$ cat src/rtl/rtr_inport_pkg.sv
package rtr_inport_pkg;

    typedef enum logic [1:0] {
        ST_IDLE = 2'd0,
        ST_CONN = 2'd1,
        ST_BLK  = 2'd2,
        ST_TURN = 2'd3
    } inport_state_e;

    typedef enum logic [2:0] {
        WC_PLAIN = 3'd0,
        WC_TURN  = 3'd1,
        WC_FILL  = 3'd2,
        WC_FORCE = 3'd3,
        WC_DROP  = 3'd4
    } word_class_e;

endpackage

$ cat src/rtl/rtr_word_classify.sv
module rtr_word_classify
    import rtr_inport_pkg::*;
#(
    parameter int DATA_W = 8,
    parameter int PORT_W = 3,
    parameter logic [DATA_W-PORT_W-1:0] FORCE_TAG = 5'b01010,
    parameter logic [DATA_W-1:0] FILL_CODE = 8'hAA
) (
    input  logic              ctrl,
    input  logic [DATA_W-1:0] data,
    output word_class_e       cls,
    output logic [PORT_W-1:0] port
);
    localparam int TAG_LSB = PORT_W;

    logic is_force;
    logic is_fill;
    logic is_turn;

    assign is_force = (data[DATA_W-1:TAG_LSB] == FORCE_TAG);
    assign is_fill  = (data == FILL_CODE);
    assign is_turn  = &data[DATA_W-1:DATA_W-2];
    assign port     = data[PORT_W-1:0];

    // drop wins over everything; the remaining codes do not overlap
    always_comb begin
        if (ctrl)          cls = WC_DROP;
        else if (is_fill)  cls = WC_FILL;
        else if (is_force) cls = WC_FORCE;
        else if (is_turn)  cls = WC_TURN;
        else               cls = WC_PLAIN;
    end

endmodule

$ cat src/rtl/rtr_pipe_reg.sv
module rtr_pipe_reg #(
    parameter int W = 8
) (
    input  logic         clk,
    input  logic         rst_n,
    input  logic         load,
    input  logic [W-1:0] d,
    output logic         vld,
    output logic [W-1:0] q
);
    logic         vld_q;
    logic [W-1:0] q_q;

    always_ff @(posedge clk or negedge rst_n) begin
        if (!rst_n) begin
            vld_q <= 1'b0;
            q_q   <= '0;
        end else begin
            vld_q <= load;
            if (load) q_q <= d;
        end
    end

    assign vld = vld_q;
    assign q   = q_q;

endmodule

$ cat src/rtl/rtr_inport_ctrl.sv
module rtr_inport_ctrl
    import rtr_inport_pkg::*;
#(
    parameter int DATA_W = 8,
    parameter int PORT_W = 3,
    parameter logic [DATA_W-PORT_W-1:0] FORCE_TAG = 5'b01010,
    parameter logic [DATA_W-1:0] FILL_CODE = 8'hAA
) (
    input  logic              clk,
    input  logic              rst_n,
    input  logic              in_valid,
    input  logic              in_ctrl,
    input  logic [DATA_W-1:0] in_data,
    input  logic              alloc_grant,
    output logic              alloc_req,
    output logic [PORT_W-1:0] alloc_port,
    output logic              alloc_forced,
    output logic              fwd_valid,
    output logic [DATA_W-1:0] fwd_data,
    output logic              turn_start,
    output logic              alloc_release,
    output logic [PORT_W-1:0] conn_port,
    output logic              conn_open,
    output logic              blocked
);
    typedef struct packed {
        inport_state_e     st;
        logic [PORT_W-1:0] port;
        logic              rel;
        logic              turn;
    } ctl_t;

    localparam ctl_t CTL_RST = '{st: ST_IDLE, port: '0, rel: 1'b0, turn: 1'b0};

    word_class_e       cls;
    logic [PORT_W-1:0] cls_port;
    ctl_t              ctl_d;
    ctl_t              ctl_q;
    logic              req_d;
    logic              fwd_d;

    rtr_word_classify #(
        .DATA_W    (DATA_W),
        .PORT_W    (PORT_W),
        .FORCE_TAG (FORCE_TAG),
        .FILL_CODE (FILL_CODE)
    ) u_cls (
        .ctrl (in_ctrl),
        .data (in_data),
        .cls  (cls),
        .port (cls_port)
    );

    always_comb begin
        ctl_d      = ctl_q;
        ctl_d.rel  = 1'b0;
        ctl_d.turn = 1'b0;
        req_d      = 1'b0;
        fwd_d      = 1'b0;
        if (in_valid) begin
            unique case (ctl_q.st)
                ST_IDLE: begin
                    if (cls == WC_PLAIN || cls == WC_TURN || cls == WC_FORCE) begin
                        req_d = 1'b1;
                        if (alloc_grant) begin
                            ctl_d.st   = ST_CONN;
                            ctl_d.port = cls_port;
                            fwd_d      = (cls != WC_FORCE);
                        end else begin
                            ctl_d.st = ST_BLK;
                        end
                    end
                end
                ST_CONN: begin
                    if (cls == WC_DROP) begin
                        ctl_d.st  = ST_IDLE;
                        ctl_d.rel = 1'b1;
                    end else begin
                        fwd_d = 1'b1;
                        if (cls == WC_TURN) begin
                            ctl_d.st   = ST_TURN;
                            ctl_d.turn = 1'b1;
                        end
                    end
                end
                ST_BLK: begin
                    if (cls == WC_DROP) ctl_d.st = ST_IDLE;
                end
                ST_TURN: begin
                    if (cls == WC_DROP) begin
                        ctl_d.st  = ST_IDLE;
                        ctl_d.rel = 1'b1;
                    end
                end
            endcase
        end
    end

    always_ff @(posedge clk or negedge rst_n) begin
        if (!rst_n) ctl_q <= CTL_RST;
        else        ctl_q <= ctl_d;
    end

    rtr_pipe_reg #(.W(DATA_W)) u_fwd (
        .clk   (clk),
        .rst_n (rst_n),
        .load  (fwd_d),
        .d     (in_data),
        .vld   (fwd_valid),
        .q     (fwd_data)
    );

    assign alloc_req     = req_d;
    assign alloc_port    = req_d ? cls_port : '0;
    assign alloc_forced  = req_d && (cls == WC_FORCE);
    assign turn_start    = ctl_q.turn;
    assign alloc_release = ctl_q.rel;
    assign conn_port     = ctl_q.port;
    assign conn_open     = (ctl_q.st == ST_CONN) || (ctl_q.st == ST_TURN);
    assign blocked       = (ctl_q.st == ST_BLK);

endmodule

$ cat config.mk
export PLATFORM = sky130hd
export DESIGN_NAME = rtr_inport_ctrl
export DESIGN_NICKNAME = d
export VERILOG_FILES = /design/src/rtl/rtr_inport_pkg.sv /design/src/rtl/rtr_word_classify.sv /design/src/rtl/rtr_pipe_reg.sv /design/src/rtl/rtr_inport_ctrl.sv
export SDC_FILE = /design/constraint.sdc
export NUM_CORES = 1
export LEC_CHECK = 0
export CORE_MARGIN = 2
export CORE_UTILIZATION = 40
export DETAILED_ROUTE_END_ITERATION = 8
export PLACE_DENSITY = 0.76
export SYNTH_ARGS = -nofsm -noshare
export SYNTH_HDL_FRONTEND = slang
export SYNTH_SLANG_ARGS = --single-unit
$ cat constraint.sdc
create_clock -name clk -period 6.6 [get_ports clk]
set_input_delay 1.98 -clock clk [delete_from_list [all_inputs] [get_ports clk]]
set_output_delay 1.98 -clock clk [all_outputs]
set_load 0.01 [all_outputs]
==> results of run 1 <==
==> flip-flops by register name, summed over array words and instances, names as in the netlist <==
| signal | count |
|---|---|
| alloc_release | 1 |
| ctl_q | 2 |
| u_fwd.vld | 1 |
| conn_port | 3 |
| u_fwd.q | 8 |
| turn_start | 1 |
==> cells in the mapped netlist, drive strengths merged <==
| master | count | share of area |
|---|---|---|
| a211oi | 1 | 0.025 |
| nor2 | 1 | 0.0046 |
| and2 | 4 | 0.036 |
| or3b | 1 | 0.014 |
| mux2 | 11 | 0.17 |
| nor2b | 2 | 0.016 |
| a221oi | 2 | 0.022 |
| and2b | 1 | 0.0093 |
| inv | 2 | 0.0093 |
| buf | 3 | 0.028 |
| a21oi | 1 | 0.0062 |
| nand3b | 1 | 0.0093 |
| clkbuf | 2 | 0.0093 |
| and3 | 1 | 0.0093 |
| nand2b | 1 | 0.0078 |
| dfrtp | 16 | 0.50 |
| and4bb | 2 | 0.031 |
| nor4b | 1 | 0.011 |
| nor3b | 1 | 0.0093 |
| a22oi | 1 | 0.0093 |
| o21ai | 2 | 0.012 |
| nor4 | 1 | 0.0078 |
| nand2 | 6 | 0.037 |
| o21bai | 1 | 0.014 |
==> final timing paths <==
path                                       endpoint  slack, ps
max                                   alloc_port[0]        590
min                            turn_start$_DFF_PN0_        510
max reg2reg                conn_port[2]$_DFFE_PN0P_       4900
min reg2reg                    turn_start$_DFF_PN0_        510
max in group asynchronous    u_fwd.q[7]$_DFFE_PN0P_       4020
min in group asynchronous  conn_port[1]$_DFFE_PN0P_       2120
==> cell type report <==
type,instances,share of cell area
Timing Repair Buffer,34,0.285
Multi-Input combinational cell,42,0.312
Tap cell,27,0.0285
Clock buffer,4,0.0306
Inverter,2,0.00634
Sequential cell,16,0.338
==> worst max-delay path, delay by kind of cell <==
| family | cells | cell delay, ps |
|---|---|---|
| compound gates | 1 | 210 |
| buf+inv | 3 | 1220 |
| simple gates | 2 | 610 |
==> logic make-up after synthesis <==
logic type / after synthesis
simple gates: 23
flops: 16
mux: 11
compound gates: 8
buf+inv: 7
==> metrics by stage <==
stage | hold WS, ps | total power [mW] | cells
2_1_floorplan | 462 | 0.243 | 65
3_3_place_gp | 486 | 0.327 | 121
3_5_place_dp | 498 | 0.332 | 121
4_1_cts | 518 | 0.396 | 125
5_1_grt | 535 | 0.419 | 125
6_report | 514 | 0.391 | 125
==> metal layers <==
| metal | vias to the layer above | global-route usage | share of wire |
|---|---|---|---|
| li1 | 294 | - | - |
| met1 | 283 | 0.210 | 0.43 |
| met2 | 23 | 0.265 | 0.51 |
| met3 | 2 | 0.0245 | 0.050 |
| met4 | 0 | 0.100 | 0.011 |
| met5 | - | 0 | 0 |
==> power by group through the flow <==
stage                     registers [mW]  logic (mW)  clock network [mW]
after global routing               0.164       0.182              0.0725
after global placement             0.159       0.168                   0
after CTS                          0.159       0.171              0.0660
final                              0.158       0.169              0.0639
after detailed placement           0.161       0.171                   0
after floorplan                    0.167      0.0764                   0
==> flow_summary.toml, run 1 <==
[worst_setup_path]
r2r_cells = 5
critical_path.startpoint = "in_ctrl"
worstSetupPathType = "input port to output port"
cp_cell_sequence = "clkdlybuf4s50_1 > or3b_4 > a211oi_4 > buf_4 > and2_2 > clkdlybuf4s50_1"
cp.arrival_ps = 4030
critPathSlowestCell = "clkdlybuf4s50_1"
r2r-start = "ctl_q[6]$_DFFE_PN0P_"
crit_fanout = 8
cp-start-kind = "input port"
timing.critical_path.mode_cell = "clkdlybuf4s50_1"
critical_path_required_ps = 4620
cp_slowest_stage_delay_ps = 520
timing.critical_path.to_type = "output port"

[drt]
route.detailed.wl_per_inst_um = 13.5
route.final.wire_length_um = 1690
drtAntennaViolNets = 0
dr_vias_cell = 4.82
vias = 602
drc = 0
detailed_router_iteration_count_before_antenna_repair = 4
drt_first_iter_violations = 7

[final_layout]
postLayoutCellArea_um2 = 1180
nFillCells = 163
post-route-util = 0.617
mostFrequentLayoutCells = "clkdlybuf4s50_1 (33), dfrtp_1 (16), mux2_2 (8)"
layout-drive-gt1-share = 0.265
diode_count = 0
syn_to_final_growth_pct = 46.8
multi_input_area_um2 = 369
final-seq-area_um2 = 400
layout.nets = 112
leading_cell_type_in_the_layout_fill_and_taps_excluded = "clkdlybuf4s50_1"

[power]
seq_power_share = 0.404
comb_power_share = 0.432
part_of_the_power_in_the_clock_network = 0.164
switching_power_mw = 0.110
cell_internal_power_dissipation_mw = 0.281
pwr_density_cell_nw_per_um2 = 330
power.leakage_nw = 0.509
vdd_drop_max_uv = 218
switching_share = 0.280

[placement]
gpl.final_weighted_congestion = 0.806
dp_worst_setup_slack_ps = 598
io_buffers = 33
placement.cell_area_um2 = 1150
dp_hpwl_um = 1310

[sta]
fin_ws_ps = 593
tightestPinTransition_ps = 721
setup_violations = 0
max-slew-margin-rel = 0.518
final_hold_viol_count = 0
skew_ps = 2.71
fin_setup_tns_ps = 0
post-route-min-period_ps = 6010
timing.final.crit_share = 0.910
rsz0062_at_grt = "no"
slew_violations = 0
achievable-frequency_mhz = 166

[logic_synthesis]
post_synth_and_or_nand_nor_area_fraction = 0.202
synth-xor-area-share = 0
synth_compound_area_frac = 0.0884
post_synth_num_cell_types = 27
synth_area_um2 = 807
synth.ff_latch_count = 16
synth_warnings = 0
synthCells = 65
arithmetic_cell_share_of_the_synthesized_area_counting_full_adders_half_adders_and_majority_gates = 0
share_of_synthesized_area_spent_on_multiplexers = 0.167
synth-seq-area-share = 0.496
synth_top_family_by_area = "simple AND/OR/NAND/NOR gates"
syn-num-nets = 78
synth.avg_cell_area_um2 = 12.4

[cts]
clockRootBuffer = "clkbuf_4"
post_cts_resized = 0
clock_latency_ps = 280
cts_hold_repair.buffers = 0
clock_tree.htree_level_count = 1
post-cts-setup-buffer-count = 0
cts_made_buffers = 3
cts_buffer_depth = 2
cts_num_sinks = 16
clock_slew_at_reported_path_ffs_ps = 90
clock_tree_from_tritoncts = "done"

[floorplanning]
placementRows = 16
io_pins = 34
dieArea_um2 = 2390
die_w_um = 48.9
initial_core_util = 0.420
floorplan.core_area_um2 = 1920
die_height_um = 48.9

[run_status]
outcome = "complete, no violations"

[global_route]
grt_first_pass_wirelength_um = 2990
grt_pass1_vias = 640
grt_antenna_before_repair = 0
global_route.overflow_total = 0
groute.usage.overall = 0.165
grt_max_degree = 17

[min_path]
worst_min_delay_path_startpoint = "ctl_q[6]$_DFFE_PN0P_"
min_delay_path_depth = 1
hp-class = "flop to flop"

[job]
maxCapViolations = 0
Power figures use the tool's default switching activity.
==> inputs of run 2 (changes only) <==
--- a/config.mk
+++ b/config.mk
@@ -5,10 +5,11 @@
 export SDC_FILE = /design/constraint.sdc
 export NUM_CORES = 1
 export LEC_CHECK = 0
-export CORE_MARGIN = 2
+export CORE_MARGIN = 10
 export CORE_UTILIZATION = 40
 export DETAILED_ROUTE_END_ITERATION = 8
 export PLACE_DENSITY = 0.76
+export SLEW_MARGIN = 10
 export SYNTH_ARGS = -nofsm -noshare
 export SYNTH_HDL_FRONTEND = slang
 export SYNTH_SLANG_ARGS = --single-unit
==> flow_summary.toml, run 2 (same netlist as run 1, synthesis figures left out) <==
[drt]
vias = 612
drc = 0
route.final.wire_length_um = 1920
drtAntennaViolNets = 0
dr_vias_cell = 4.94
drt_first_iter_violations = 1
detailed_router_iteration_count_before_antenna_repair = 2
route.detailed.wl_per_inst_um = 15.5

[sta]
rsz0062_at_grt = "no"
timing.final.crit_share = 0.914
tightestPinTransition_ps = 715
max-slew-margin-rel = 0.522
achievable-frequency_mhz = 166
post-route-min-period_ps = 6030
final_hold_viol_count = 0
skew_ps = 5.70
slew_violations = 0
fin_setup_tns_ps = 0
setup_violations = 0

[global_route]
grt.busiest_layer = "met2"
grtUsageMet1 = 0.104
global_route.overflow_total = 0
groute.usage.overall = 0.0917
grt_antenna_before_repair = 0
grt_util_met2 = 0.142
grt_max_degree = 17
groute.layer.met3.usage = 0.0567
grt_first_pass_wirelength_um = 3170
grt_pass1_vias = 712

[worst_setup_path]
worstSetupPathType = "input port to output port"
cp.arrival_ps = 4050
crit_fanout = 8
critical_path_required_ps = 4620
timing.critical_path.to_type = "output port"
cp-start-kind = "input port"

[cts]
cts_buffer_depth = 2
clock_slew_at_reported_path_ffs_ps = 90
clock_tree.htree_level_count = 1
post-cts-setup-buffer-count = 0
clock_latency_ps = 280
cts_made_buffers = 3
cts_hold_repair.buffers = 0
post_cts_resized = 0
cts_num_sinks = 16
clock_tree_from_tritoncts = "done"
clockRootBuffer = "clkbuf_4"

[floorplanning]
io_pins = 34
floorplan.core_area_um2 = 1940
initial_core_util = 0.416
dieArea_um2 = 4210
die_w_um = 64.9
die_height_um = 64.9
placementRows = 16

[power]
pwr_density_cell_nw_per_um2 = 326
vdd_drop_max_uv = 238
power.leakage_nw = 0.502

[placement]
io_buffers = 33
gpl.final_weighted_congestion = 0.754
dp_hpwl_um = 1570
numPlacedInstances = 121

[run_status]
outcome = "complete, no violations"

[final_layout]
max_ffs_per_register = 8
final-instance-count-excl-fill = 124
mostFrequentLayoutCells = "clkdlybuf4s50_1 (33), dfrtp_1 (16), mux2_2 (8)"
leading_cell_type_in_the_layout_fill_and_taps_excluded = "clkdlybuf4s50_1"
layout-drive-gt1-share = 0.258
syn_to_final_growth_pct = 45.1
diode_count = 0
layout.nets = 112

[min_path]
hp-class = "flop to flop"

[job]
maxCapViolations = 0
-- run 2: layer usage --
layer	vias up	wire, um
met3	2	227
met4	0	17
met2	25	878
li1	291	-
met5	-	0
met1	294	797
-- run 2: cell type report --
class,count,area [um^2]
repair buffers,34,338
inverters,2,7.51
fillers,174,771
well taps,27,33.8
flip-flops and latches,16,400
multi-input cells,42,369
clock buffers,3,22.5
-- run 2: report_power, final --
group	switching, mW	internal (mW)	total [mW]
clock network	0.0299	0.0212	0.0511
logic	0.0605	0.112	0.173
registers	0.0223	0.135	0.158
-- run 2: stage by stage --
step	utilization	setup WS (ps)	hold WS, ps	area, um^2	total power, mW
after floorplan	-	1390	462	807	0.243
after global placement	0.591	633	488	1150	0.332
after detailed placement	0.591	568	495	1150	0.336
after CTS	0.603	564	515	1170	0.388
after global routing	0.603	472	538	1170	0.406
final	0.603	569	513	1170	0.382
-- run 2: final timing paths --
| check | startpoint | end | slack (ps) | cells past startpoint |
|---|---|---|---|---|
| setup / recovery | in_ctrl | alloc_port[0] | 570 | 6 |
| hold / removal | u_fwd.q[1]$_DFFE_PN0P_ | u_fwd.q[1]$_DFFE_PN0P_ | 510 | 1 |
| setup reg to reg | ctl_q[6]$_DFFE_PN0P_ | conn_port[1]$_DFFE_PN0P_ | 4860 | 5 |
| hold reg to reg | u_fwd.q[1]$_DFFE_PN0P_ | u_fwd.q[1]$_DFFE_PN0P_ | 510 | 1 |
| max in group asynchronous | rst_n | conn_port[1]$_DFFE_PN0P_ | 4030 | 1 |
| min in group asynchronous | rst_n | u_fwd.q[6]$_DFFE_PN0P_ | 2110 | 1 |
-- run 2: critical path, stage by stage --
cell and delay [ps]:
clkdlybuf4s50_1 530, or3b_4 470, a211oi_4 220, buf_4 180, and2_2 140, clkdlybuf4s50_1 530
==> inputs of run 3 (changes only) <==
--- a/config.mk
+++ b/config.mk
@@ -5,6 +5,7 @@
 export SDC_FILE = /design/constraint.sdc
 export NUM_CORES = 1
 export LEC_CHECK = 0
+export CORE_ASPECT_RATIO = 1.25
 export CORE_MARGIN = 10
 export CORE_UTILIZATION = 40
 export DETAILED_ROUTE_END_ITERATION = 8
==> flow_summary.toml, run 3 (same netlist as run 1, synthesis figures left out) <==
[drt]
detailed_router_iteration_count_before_antenna_repair = 4
dr_vias_cell = 5.27
vias = 622
drtAntennaViolNets = 0
route.detailed.wl_per_inst_um = 17.4
drc = 0
drt_first_iter_violations = 27
route.final.wire_length_um = 2060

[cts]
cts_hold_repair.buffers = 0
clock_slew_at_reported_path_ffs_ps = 90
post-cts-setup-buffer-count = 0
clock_latency_ps = 280
clock_tree.htree_level_count = 1
post_cts_resized = 0
cts_num_sinks = 16
cts_made_buffers = 3
clockRootBuffer = "clkbuf_4"
clock_tree_from_tritoncts = "done"
cts_buffer_depth = 2

[sta]
setup_violations = 0
post-route-min-period_ps = 6050
achievable-frequency_mhz = 165
skew_ps = 5.18
slew_violations = 0
rsz0062_at_grt = "no"
max-slew-margin-rel = 0.522
timing.final.crit_share = 0.917
tightestPinTransition_ps = 715
fin_setup_tns_ps = 0
final_hold_viol_count = 0

[floorplanning]
initial_core_util = 0.412
die_w_um = 60.2
io_pins = 34
die_height_um = 70.2
placementRows = 18
floorplan.core_area_um2 = 1960
dieArea_um2 = 4230

[power]
switching_share = 0.290
seq_power_share = 0.401
vdd_drop_max_uv = 202
switching_power_mw = 0.115
power.leakage_nw = 0.509
cell_internal_power_dissipation_mw = 0.281
pwr_density_cell_nw_per_um2 = 337
part_of_the_power_in_the_clock_network = 0.161
comb_power_share = 0.438

[global_route]
global_route.overflow_total = 0
grt_pass1_vias = 713
grt_antenna_before_repair = 0
groute.usage.overall = 0.0990
grt_first_pass_wirelength_um = 3330
grt_max_degree = 17

[placement]
io_buffers = 33
dp_hpwl_um = 1640
placement.cell_area_um2 = 1140
gpl.final_weighted_congestion = 0.868

[worst_setup_path]
cp_cell_sequence = "clkdlybuf4s50_1 > or3b_4 > a211oi_4 > nor4b_1 > clkdlybuf4s50_1"
cp_slowest_stage_delay_ps = 600
critical_path_required_ps = 4620
cp-start-kind = "input port"
r2r-start = "ctl_q[6]$_DFFE_PN0P_"
cp.arrival_ps = 4070
crit_fanout = 8
worstSetupPathType = "input port to output port"
critPathSlowestCell = "clkdlybuf4s50_1"
timing.critical_path.to_type = "output port"
r2r_cells = 5
critical_path.startpoint = "in_ctrl"
timing.critical_path.mode_cell = "clkdlybuf4s50_1"

[final_layout]
postLayoutCellArea_um2 = 1180
diode_count = 0
max_ffs_per_register = 8
layout.nets = 112
mostFrequentLayoutCells = "clkdlybuf4s50_1 (33), dfrtp_1 (16), mux2_2 (8)"
syn_to_final_growth_pct = 45.7
layout-drive-gt1-share = 0.265
leading_cell_type_in_the_layout_fill_and_taps_excluded = "clkdlybuf4s50_1"

[job]
maxCapViolations = 0

[min_path]
hp-class = "flop to flop"
worst_min_delay_path_startpoint = "u_fwd.q[2]$_DFFE_PN0P_"
min_delay_path_depth = 1

[run_status]
outcome = "complete, no violations"
run 3: worst max-delay path, delay by kind of cell:
kind            cells  cell delay [ps]
compound gates      1              220
buf+inv             2             1130
simple gates        2              730
run 3: power groups by stage:
stage	logic (mW)	registers (mW)	clock network (mW)
finish	0.173	0.159	0.0639
floorplan	0.0764	0.167	0
detailed placement	0.176	0.162	0
CTS	0.178	0.160	0.0662
global placement	0.174	0.159	0
global route	0.187	0.164	0.0708
run 3: path summary, 6_finish.rpt:
check | endpoint | slack, ps
worst max-delay path | alloc_forced | 550
worst min-delay path | u_fwd.q[2]$_DFFE_PN0P_ | 510
worst max register to register | conn_port[0]$_DFFE_PN0P_ | 4870
worst min register to register | u_fwd.q[2]$_DFFE_PN0P_ | 510
max in group asynchronous | u_fwd.q[1]$_DFFE_PN0P_ | 4030
min in group asynchronous | u_fwd.q[6]$_DFFE_PN0P_ | 2120
run 3: layout make-up:
class,count,area (um^2)
fillers,172,783
multi-input cells,42,369
flip-flops and latches,16,400
clock buffers,4,36.3
inverters,2,7.51
repair buffers,34,338
well taps,20,25.0
run 3: through the flow:
step,setup slack (ps),hold slack (ps),cells,utilization,total power [mW]
final,548,514,118,0.600,0.396
after CTS,554,520,118,0.600,0.404
after floorplan,1390,462,65,-,0.243
after global placement,614,488,114,0.582,0.333
after global routing,469,535,118,0.600,0.422
after detailed placement,574,498,114,0.582,0.338
run 3: metal layers:
metal | global-route usage | up-vias | share of wire
met5 | 0 | - | 0
met4 | 0.0300 | 0 | 0.0049
li1 | - | 295 | -
met2 | 0.172 | 21 | 0.51
met3 | 0.0452 | 2 | 0.095
met1 | 0.0997 | 304 | 0.39
